`config.mk`:
```
export PLATFORM = sky130hd
export DESIGN_NAME = brev_agu
export DESIGN_NICKNAME = d
export VERILOG_FILES = /design/src/rtl/brev_agu_pkg.sv /design/src/rtl/brev_agu_mirror.sv /design/src/rtl/brev_agu_state.sv /design/src/rtl/brev_agu.sv
export SDC_FILE = /design/constraint.sdc
export NUM_CORES = 1
export LEC_CHECK = 0
export BUFFER_PORTS_ARGS = -buffer_cell sky130_fd_sc_hd__buf_4
export CAP_MARGIN = 20
export CORE_ASPECT_RATIO = 0.5
export CORE_MARGIN = 10
export CORE_UTILIZATION = 30
export CTS_BUF_LIST = sky130_fd_sc_hd__clkbuf_4 sky130_fd_sc_hd__clkbuf_8 sky130_fd_sc_hd__clkbuf_16
export DETAILED_ROUTE_END_ITERATION = 8
export HOLD_SLACK_MARGIN = 0.03
export SYNTH_ARGS = -nofsm -noshare
export SYNTH_HDL_FRONTEND = slang
export SYNTH_SLANG_ARGS = --single-unit
```
`constraint.sdc`:
```
create_clock -name clk -period 5.2 [get_ports clk]
set_input_delay 0 -clock clk [delete_from_list [all_inputs] [get_ports clk]]
set_output_delay 0 -clock clk [all_outputs]
set_load 0.01 [all_outputs]
```
`src/rtl/brev_agu_pkg.sv`:
```
package brev_agu_pkg;

    typedef enum logic [1:0] {
        OP_IDLE = 2'd0,
        OP_LOAD = 2'd1,
        OP_STEP = 2'd2
    } agu_op_e;

    // Load has priority over step.
    function automatic agu_op_e decode_op(input logic ld, input logic acc);
        if (ld)       return OP_LOAD;
        else if (acc) return OP_STEP;
        else          return OP_IDLE;
    endfunction

endpackage

```
`src/rtl/brev_agu_mirror.sv`:
```
module brev_agu_mirror #(
    parameter int W = 16
) (
    input  logic [W-1:0] vec_i,
    output logic [W-1:0] vec_o
);
    for (genvar i = 0; i < W; i++) begin : g_bit
        assign vec_o[i] = vec_i[W-1-i];
    end
endmodule

```
`src/rtl/brev_agu_state.sv`:
```
module brev_agu_state
    import brev_agu_pkg::*;
#(
    parameter int ADDR_W = 32
) (
    input  logic              clk,
    input  logic              rst_n,
    input  logic              ld_i,
    input  logic [ADDR_W-1:0] ptr_init_i,
    input  logic [ADDR_W-1:0] step_init_i,
    input  logic              acc_i,
    output logic [ADDR_W-1:0] ptr_o
);
    typedef struct packed {
        logic [ADDR_W-1:0] ptr;
        logic [ADDR_W-1:0] step;
    } state_t;

    state_t  st_d, st_q;
    agu_op_e op;

    always_comb begin
        op   = decode_op(ld_i, acc_i);
        st_d = st_q;
        unique case (op)
            OP_LOAD: begin
                st_d.ptr  = ptr_init_i;
                st_d.step = step_init_i;
            end
            OP_STEP: st_d.ptr = st_q.ptr + st_q.step;  // wraps modulo 2^ADDR_W
            default: st_d = st_q;
        endcase
    end

    always_ff @(posedge clk or negedge rst_n) begin
        if (!rst_n) st_q <= '0;
        else        st_q <= st_d;
    end

    assign ptr_o = st_q.ptr;

    assert_step_R4: assert property (@(posedge clk) disable iff (!rst_n)
        (acc_i && !ld_i) |=> (st_q.ptr == $past(st_q.ptr) + $past(st_q.step)));

    assert_load_wins_R7: assert property (@(posedge clk) disable iff (!rst_n)
        ld_i |=> (st_q.ptr == $past(ptr_init_i)) && (st_q.step == $past(step_init_i)));

    assert_idle_hold_R8: assert property (@(posedge clk) disable iff (!rst_n)
        (!ld_i && !acc_i) |=> $stable(st_q));

    assert_step_kept_R9: assert property (@(posedge clk) disable iff (!rst_n)
        !ld_i |=> $stable(st_q.step));
endmodule

```
`src/rtl/brev_agu.sv`:
```
module brev_agu #(
    parameter int ADDR_W = 32,
    parameter int REV_W  = 16
) (
    input  logic              clk,
    input  logic              rst_n,
    input  logic              ld_i,
    input  logic [ADDR_W-1:0] ptr_init_i,
    input  logic [ADDR_W-1:0] step_init_i,
    input  logic              acc_i,
    output logic [ADDR_W-1:0] eff_addr_o,
    output logic [ADDR_W-1:0] ptr_o
);
    localparam int HI_W = ADDR_W - REV_W;

    logic [ADDR_W-1:0] ptr_q;
    logic [REV_W-1:0]  low_rev;

    brev_agu_state #(.ADDR_W(ADDR_W)) u_state (
        .clk        (clk),
        .rst_n      (rst_n),
        .ld_i       (ld_i),
        .ptr_init_i (ptr_init_i),
        .step_init_i(step_init_i),
        .acc_i      (acc_i),
        .ptr_o      (ptr_q)
    );

    brev_agu_mirror #(.W(REV_W)) u_mirror (
        .vec_i(ptr_q[REV_W-1:0]),
        .vec_o(low_rev)
    );

    // Address comes from the pre-increment pointer (post-increment access).
    assign eff_addr_o = {ptr_q[ADDR_W-1:REV_W], low_rev};
    assign ptr_o      = ptr_q;

    // mirror bit 0 of the pointer lands in the top of the reversed field.
    assert_mirror_ends_R3: assert property (@(posedge clk) disable iff (!rst_n)
        (eff_addr_o[REV_W-1] == ptr_o[0]) && (eff_addr_o[0] == ptr_o[REV_W-1]));

    // a step whose low half is zero leaves the reversed field unchanged.
    assert_low_field_R10: assert property (@(posedge clk) disable iff (!rst_n)
        (acc_i && !ld_i && $past(ld_i) == 1'b0 && u_state.st_q.step[REV_W-1:0] == '0)
        |=> $stable(eff_addr_o[REV_W-1:0]));

    if (HI_W < 1) begin : g_bad_cfg
        initial $error("REV_W must be below ADDR_W");
    end
endmodule

```
== Word-level counts from Yosys, hierarchy flattened ==
Index checks and enable logic that the tools add are counted.

* Output and inout port bits: 64
* Bits in registers: 64

* Equality and inequality tests: 2
* Reduce and logical (&&, ||, !) cells: 1
* Muxes and demuxes: 3
* Add/subtract/negate cells: 1

{| class="wikitable"
|+ Operators by type and width
! operator !! count
|-
| $pmux W32 S2 || 1
|-
| $add A32 B32 Y32 || 1
|-
| $mux W2 || 2
|-
| $eq A2 B1 Y1 const B || 1
|-
| $eq A2 B2 Y1 const B || 1
|-
| $reduce_bool A2 Y1 || 1
|}

== Depth between registers and ports, before layout ==
Gate-level depths: netlist (run 1).

* Depth after elaboration: 4
* Mapped depth: 11
* Mapped depth without buffers: 11

== Cells and area by module ==
Synthesis (run 1) repeated with hierarchy kept, for this count alone.

* Cell total of the unflattened synthesis: 539
* Area, all modules: 4,961.0 sq um

{| class="wikitable"
|+ Modules (own cells, without submodules)
! module !! sequential area each (sq um) !! area an instance (sq um) !! instances !! cells an instance
|-
| brev_agu_state || 1,601.5 || 4,720.8 || 1 || 507
|-
| brev_agu || 0.0 || 120.1 || 1 || 16
|-
| brev_agu_mirror || 0.0 || 120.1 || 1 || 16
|}

== Worst setup path after synthesis (run 1) ==
No wires, ideal clock.

* Path type: reg2reg
* From: register u_state.st_q, in the netlist u_state.ptr_o[0]
* To: register u_state.st_q, in the netlist u_state.ptr_o[28]
* Path slack: 2.470 ns
* Data required time: 5.066 ns
* Data arrival time: 2.596 ns
* Library setup time: 0.134 ns
* Stages on the path, launching flop included: 12
* Cell sequence: dfrtp_1 -> ha_1 -> fa_1 -> a21oi_1 -> o211ai_1 -> o211ai_1 -> o22ai_1 -> a311oi_1 -> o2111ai_1 -> xor2_1 -> mux2i_1 -> o21ai_0

* Cells in the longest elaborated chain, start to end: 2

{| class="wikitable"
|+ Ends and longest elaborated chain
! element !! line !! source
|-
| start: declaration || brev_agu_state.sv:19 || <nowiki>state_t st_d, st_q;</nowiki>
|-
| start signal: assignment || brev_agu_state.sv:37 || <nowiki>else st_q <= st_d;</nowiki>
|-
| $add A32 B32 Y32 || brev_agu_state.sv:30 || <nowiki>OP_STEP: st_d.ptr = st_q.ptr + st_q.step;</nowiki>
|-
| $pmux W32 S2 || brev_agu_state.sv:25 || <nowiki>unique case (op)</nowiki>
|}

Every way passes these cells.
A chain may end at the register's enable or synchronous reset.

== Final worst setup path (run 1) ==
Same ends and word-level chain as after synthesis.

==> results of run 1 <==
## cell type report
cell class / count / area share, %
multi-input cells: 340 / 39.2
repair buffers: 197 / 25.8
flip-flops and latches: 64 / 25.2
clock buffers: 13 / 4.21
well taps: 204 / 4.01
inverters: 17 / 1.00
clock inverters: 3 / 0.629
## worst min-delay path by stage
stage,startpoint,end,cells past startpoint,slack [ns]
finish,acc_i,u_state.ptr_o[15],3,0.15
global route,acc_i,u_state.ptr_o[18],3,0.19
CTS,acc_i,u_state.ptr_o[15],3,0.14
detailed placement,rst_n,u_state.st_q[0],1,0.17
global placement,rst_n,u_state.ptr_o[31],1,0.16
floorplan,rst_n,u_state.ptr_o[0],0,-0.30
## logic make-up (layout without fill, tap and decap cells)
| kind of cell | after synthesis | count (layout) | synth area share (%) |
|---|---|---|---|
| AO/OA/AOI/OAI | 139 | 139 | 19.1 |
| AND/OR/NAND/NOR | 100 | 100 | 10.3 |
| buffers and inverters | 100 | 230 | 13.1 |
| flip-flops | 64 | 64 | 34.0 |
| multiplexers | 46 | 46 | 10.6 |
| adder cells (fa/ha/maj) | 32 | 32 | 8.65 |
| XOR/XNOR | 23 | 23 | 4.27 |
## power groups by stage
| stage | Clock, uW | Combinational [uW] | Sequential, uW |
|---|---|---|---|
| 5_1_grt | 661 | 1160 | 671 |
| 3_3_place_gp | 0 | 993 | 665 |
| 2_1_floorplan | 0 | 806 | 636 |
| 3_5_place_dp | 0 | 999 | 670 |
| 4_1_cts | 636 | 1050 | 661 |
| 6_report | 621 | 1040 | 658 |
## registers in the layout, indices dropped and copies added, names as in the netlist
signal,cells
u_state.ptr_o,32
u_state.st_q,32
## cells in the mapped netlist (3+ instances only)
library cell | instances | share of area (%)
a211oi_1 | 7 | 1.1
o21ai_1 | 3 | 0.32
nor2b_1 | 11 | 1.5
nand3_1 | 9 | 0.96
mux2i_1 | 14 | 3.0
mux2_2 | 32 | 7.6
o21a_1 | 3 | 0.48
clkbuf_1 | 17 | 1.4
nor3_1 | 5 | 0.53
a41oi_1 | 3 | 0.56
dfrtp_1 | 64 | 34
xor2_1 | 9 | 1.7
nand2b_1 | 4 | 0.53
inv_1 | 17 | 1.4
buf_4 | 64 | 10
xnor2_1 | 14 | 2.6
and2_1 | 3 | 0.40
o21bai_1 | 3 | 0.48
a22oi_1 | 4 | 0.64
nor2_1 | 18 | 1.4
a21oi_1 | 40 | 4.2
ha_1 | 31 | 8.2
nand2_1 | 38 | 3.0
o211ai_1 | 5 | 0.80
a21o_1 | 6 | 0.96
o21ai_0 | 38 | 4.0
## metal layers
| metal | routed length, um | GRT usage, % |
|---|---|---|
| met5 | 0 | 0 |
| met3 | 600 | 2.83 |
| met2 | 6570 | 22.3 |
| met1 | 5940 | 15.5 |
| met4 | 134 | 3.44 |
## critical path, cell delays in order, from the launching register on
cell,delay (ns)
dfrtp_1,0.40
ha_1,0.26
fa_1,0.42
a21oi_1,0.24
o211ai_1,0.17
o211ai_1,0.15
o22ai_1,0.20
a311oi_1,0.60
o2111ai_1,0.23
xor2_1,0.17
mux2i_1,0.13
o21ai_0,0.08
## per-stage QoR
stage / setup slack (ns) / utilization [%]
3_3_place_gp: 2.05 / 35.1
6_report: 2.00 / 41.3
4_1_cts: 1.96 / 41.3
3_5_place_dp: 1.99 / 35.1
2_1_floorplan: 2.47 / -
5_1_grt: 1.70 / 41.3
==> run_results.csv, run 1 <==
group,metric,value,unit
status,status,"complete, no violations",
global_routing,grtUsageTotal,12.7,%
power,swShare,35.7,%
setup_path,r2r_cells,11,
synth,synth_edf_count,0,
setup_path,critPathLaunchType,"flop",
global_routing,gr-total-overflow,0,
layout,final_cell_area,0.00637,mm2
die,fp-row-count,32,
layout,multi_input_area,0.00250,mm2
sta,hold_ws,0.149,ns
power,p_seq_share,28.4,%
setup_path,cp-end-kind,"flop",
synth,seq_area_frac_synth,34.0,%
detailed_routing,wirelength,13200,um
sta,finalMaxSlewViolations,0,
cts,cts-root-buf,"clkbuf_16",
synth,synthArstFlopShare,100,%
layout,fin_nets,729,
sta,hold_violations,0,
synth,synth-seq-cells,64,
cts,cts_buffers,9,
placement,portBuffers,131,
power,peakVddDrop,0.000158,V
placement,place_congestion,0.843,
setup_path,worstPathRequired,5.39,ns
sta,slew_headroom,44.3,%
cts,cts-hold-fix-buffers,65,
die,die_w,197,um
cts,cts_setup_buffers,0,
power,leakagePower,0.00290,uW
detailed_routing,vias_per_cell,4.77,
detailed_routing,routedWlPerCell,15.8,um
power,power_frac_comb,44.8,%
detailed_routing,drtIter0Drc,169,
cts,htree_levels,3,
global_routing,grt_pass1_wl,22000,um
die,io_pins,132,
layout,final_cell_mix,"132 x buf_4, 65 x dlygate4sd3_1, 64 x dfrtp_1, 40 x a21oi_1",
layout,antenna_cells,0,
detailed_routing,num_vias,3996,
sta,fin_worst_skew,0.00702,ns
cts,clock_latency,0.33,ns
detailed_routing,final_antenna_net_count,0,
sta,tns,0,ns
die,start_util,30.6,%
power,switchingPower,827,uW
layout,fillCellCount,1482,
layout,mostFrequentLayoutCell,"buf_4",
sta,tightest_slew,0.836,ns
layout,layout-drive-gt1-share,29.7,%
placement,placed_cell_area,0.00541,mm2
synth,synth.distinct_cells,57,
sta,setup_viol,0,
die,core_area,0.0154,mm2
power,finalPower,2320,uW
synth,netlist_area,0.00471,mm2
detailed_routing,drc,0,
setup_path,crit_type,"flop to flop",
setup_path,crit_end,"u_state.ptr_o[28]",
global_routing,first_global_vias,4243,
cts,clk_pin_slew,0.05,ns
synth,avgSynthCellArea,9.35,um2
layout,stdcell_count,838,
sta,fin_crit,3.20,ns
synth,yosys_most_used_dff,"dfrtp_1",
power,clockPowerShare,26.8,%
global_routing,antenna_found_initial,0,
setup_path,crit_start,"u_state.ptr_o[0]",
cts,cts_tree,"yes",
synth,yosysWarnings,0,
setup_path,rr_startpoint,"u_state.ptr_o[0]",
synth,netlist_instances,504,
layout,syn_to_final_growth,35.1,%
global_routing,grt_start_max_net_pins,65,
setup_path,r2r_end,"u_state.ptr_o[28]",
cts,clock_sinks,64,
cts,cts_buffer_depth,2,
synth,syn-num-nets,604,
die,dieArea,0.0214,mm2
min_path,hold_class,"input pin to flop",
setup_path,regToRegSetupSlack,2.00,ns
cts,cts.repair.resized,0,
placement,dp.cells,757,
sta,max_freq,0.313,GHz
setup_path,crit_fanout,4,
sta,post-route-period-util,61.5,%
detailed_routing,firstDrtPassIters,4,
setup_path,crit_arrival,3.39,ns
power,p_int,1490,uW
placement,dp_hpwl,9920,um
power,power_density,364,mW/mm2
die,die_h,109,um
layout,regArea,0.00160,mm2
job,max_cap_violations,0,
sta,rsz0062_at_grt,"no",
(Power assumes the default switching activity.)
==> inputs of run 2 (changes only) <==
- clock period: 5.2 -> 3 ns (I/O delays scaled with it)
==> run_results.csv, run 2 (same netlist as run 1, synthesis figures left out) <==
group,metric,value,unit
status,status,"complete, no violations",
detailed_routing,vias_per_cell,4.76,
placement,portBuffers,131,
detailed_routing,routedWlPerCell,15.9,um
power,leakagePower,0.00294,uW
layout,final_cell_mix,"141 x buf_4, 65 x dlygate4sd3_1, 63 x dfrtp_1",
placement,place_congestion,0.830,
die,dieArea,0.0214,mm2
cts,clock_latency,0.33,ns
placement,dp_hpwl,10000,um
power,peakVddDrop,0.000259,V
power,power_frac_comb,45.5,%
global_routing,grt_pass1_wl,21800,um
cts,clk_pin_slew,0.05,ns
power,finalPower,4150,uW
global_routing,grtUsageTotal,12.5,%
power,power_density,639,mW/mm2
power,p_seq_share,27.6,%
setup_path,cp-end-kind,"flop",
sta,setup_viol,0,
sta,tightest_slew,0.826,ns
job,max_cap_violations,0,
detailed_routing,drc,0,
cts,cts_tree,"yes",
detailed_routing,wirelength,13400,um
setup_path,critPathLaunchType,"flop",
die,start_util,30.6,%
power,switchingPower,1470,uW
cts,cts_buffers,9,
power,clockPowerShare,26.8,%
placement,dp.cells,761,
global_routing,grt_start_max_net_pins,65,
global_routing,gr-total-overflow,0,
die,io_pins,132,
sta,hold_violations,0,
die,fp-row-count,32,
sta,slew_headroom,44.9,%
cts,cts_buffer_depth,2,
setup_path,crit_type,"flop to flop",
detailed_routing,final_antenna_net_count,0,
sta,post-route-period-util,97.5,%
global_routing,antenna_found_initial,0,
layout,mostFrequentLayoutCell,"buf_4",
detailed_routing,firstDrtPassIters,4,
cts,htree_levels,3,
sta,finalMaxSlewViolations,0,
setup_path,crit_arrival,3.13,ns
power,swShare,35.4,%
sta,fin_crit,2.92,ns
global_routing,first_global_vias,4215,
power,p_int,2680,uW
die,die_w,197,um
cts,clock_sinks,64,
layout,fin_nets,738,
die,die_h,109,um
setup_path,crit_fanout,5,
layout,final_core_util,42.1,%
sta,fin_worst_skew,0.00534,ns
layout,antenna_cells,0,
layout,syn_to_final_growth,37.7,%
min_path,hold_class,"input pin to flop",
layout,fillCellCount,1439,
detailed_routing,num_vias,4034,
sta,max_freq,0.342,GHz
layout,layout-drive-gt1-share,31.9,%
detailed_routing,drtIter0Drc,182,
die,core_area,0.0154,mm2
setup_path,worstPathRequired,3.21,ns
cts,cts-root-buf,"clkbuf_16",
layout,stdcell_count,847,
run 2: cell count changes in the layout (fill, tap and decap cells not counted), sizes merged:
cell / previous run / this run
buf: 132 / 141
clkbuf: 13 / 14
clkinv: 2 / 1
run 2: path summary, 6_finish.rpt:
check | start | endpoint | slack, ns | cells after the start
setup / recovery | u_state.ptr_o[1] | u_state.ptr_o[27] | 0.08 | 10
hold / removal | acc_i | u_state.ptr_o[18] | 0.14 | 3
setup reg to reg | u_state.ptr_o[1] | u_state.ptr_o[27] | 0.08 | 10
hold reg to reg | u_state.st_q[0] | u_state.st_q[0] | 0.51 | 1
max in group asynchronous | rst_n | u_state.ptr_o[1] | 2.14 | 2
min in group asynchronous | rst_n | u_state.st_q[5] | 0.29 | 2
run 2: critical path, cell delays in order (launching register included):
cell and delay (ns):
dfrtp_2 0.45, ha_1 0.34, a211oi_2 0.32, o211ai_2 0.16, a31oi_2 0.26, o21ai_2 0.13
a21oi_1 0.30, o21ai_1 0.18, a21boi_0 0.27, mux2i_1 0.11, a221o_1 0.27
run 2: per-stage QoR:
stage          hold slack [ns]  worst slack [ns]  cell area (um2)  setup TNS, ns
6_report                 0.136            0.0762             6490              0
5_1_grt                  0.164           -0.0273             6490        -0.0571
4_1_cts                  0.135            0.0571             6410              0
3_5_place_dp             0.161            0.0472             5440              0
3_3_place_gp             0.161             0.110             5440              0
2_1_floorplan           -0.296             0.270             4710              0
run 2: repair_timing:
item | CTS | global route
buffers inserted | 0 | 5
gates resized for setup | 1 | 7
hold buffers | 65 | 0
setup endpoints to repair | 1 | 10
hold endpoints to repair | 128 | 0
pin swaps | 0 | 8
run 2: power groups by stage:
stage	combinational, uW	clock (uW)	sequential (uW)
after global routing	2090	1180	1170
after detailed placement	1760	0	1160
after CTS	1840	1130	1150
after floorplan	1400	0	1100
final	1890	1110	1140
after global placement	1750	0	1150
run 2: layer usage:
layer	vias up	routed length (um)	global-route usage [%]	share of wire [%]
li1	2016	-	-	-
met3	11	632	2.86	4.7
met2	81	6560	21.3	49
met5	-	0	0	0
met4	0	138	3.33	1.0
met1	1926	6090	15.8	45
run 2: layout make-up:
class	instances	area [um2]	area share, %
repair buffers	206	1710	26.3
flip-flops and latches	64	1600	24.7
clock buffers	14	288	4.43
inverters	17	63.8	0.983
multi-input cells	340	2540	39.1
clock inverters	2	35.0	0.540
well taps	204	255	3.93
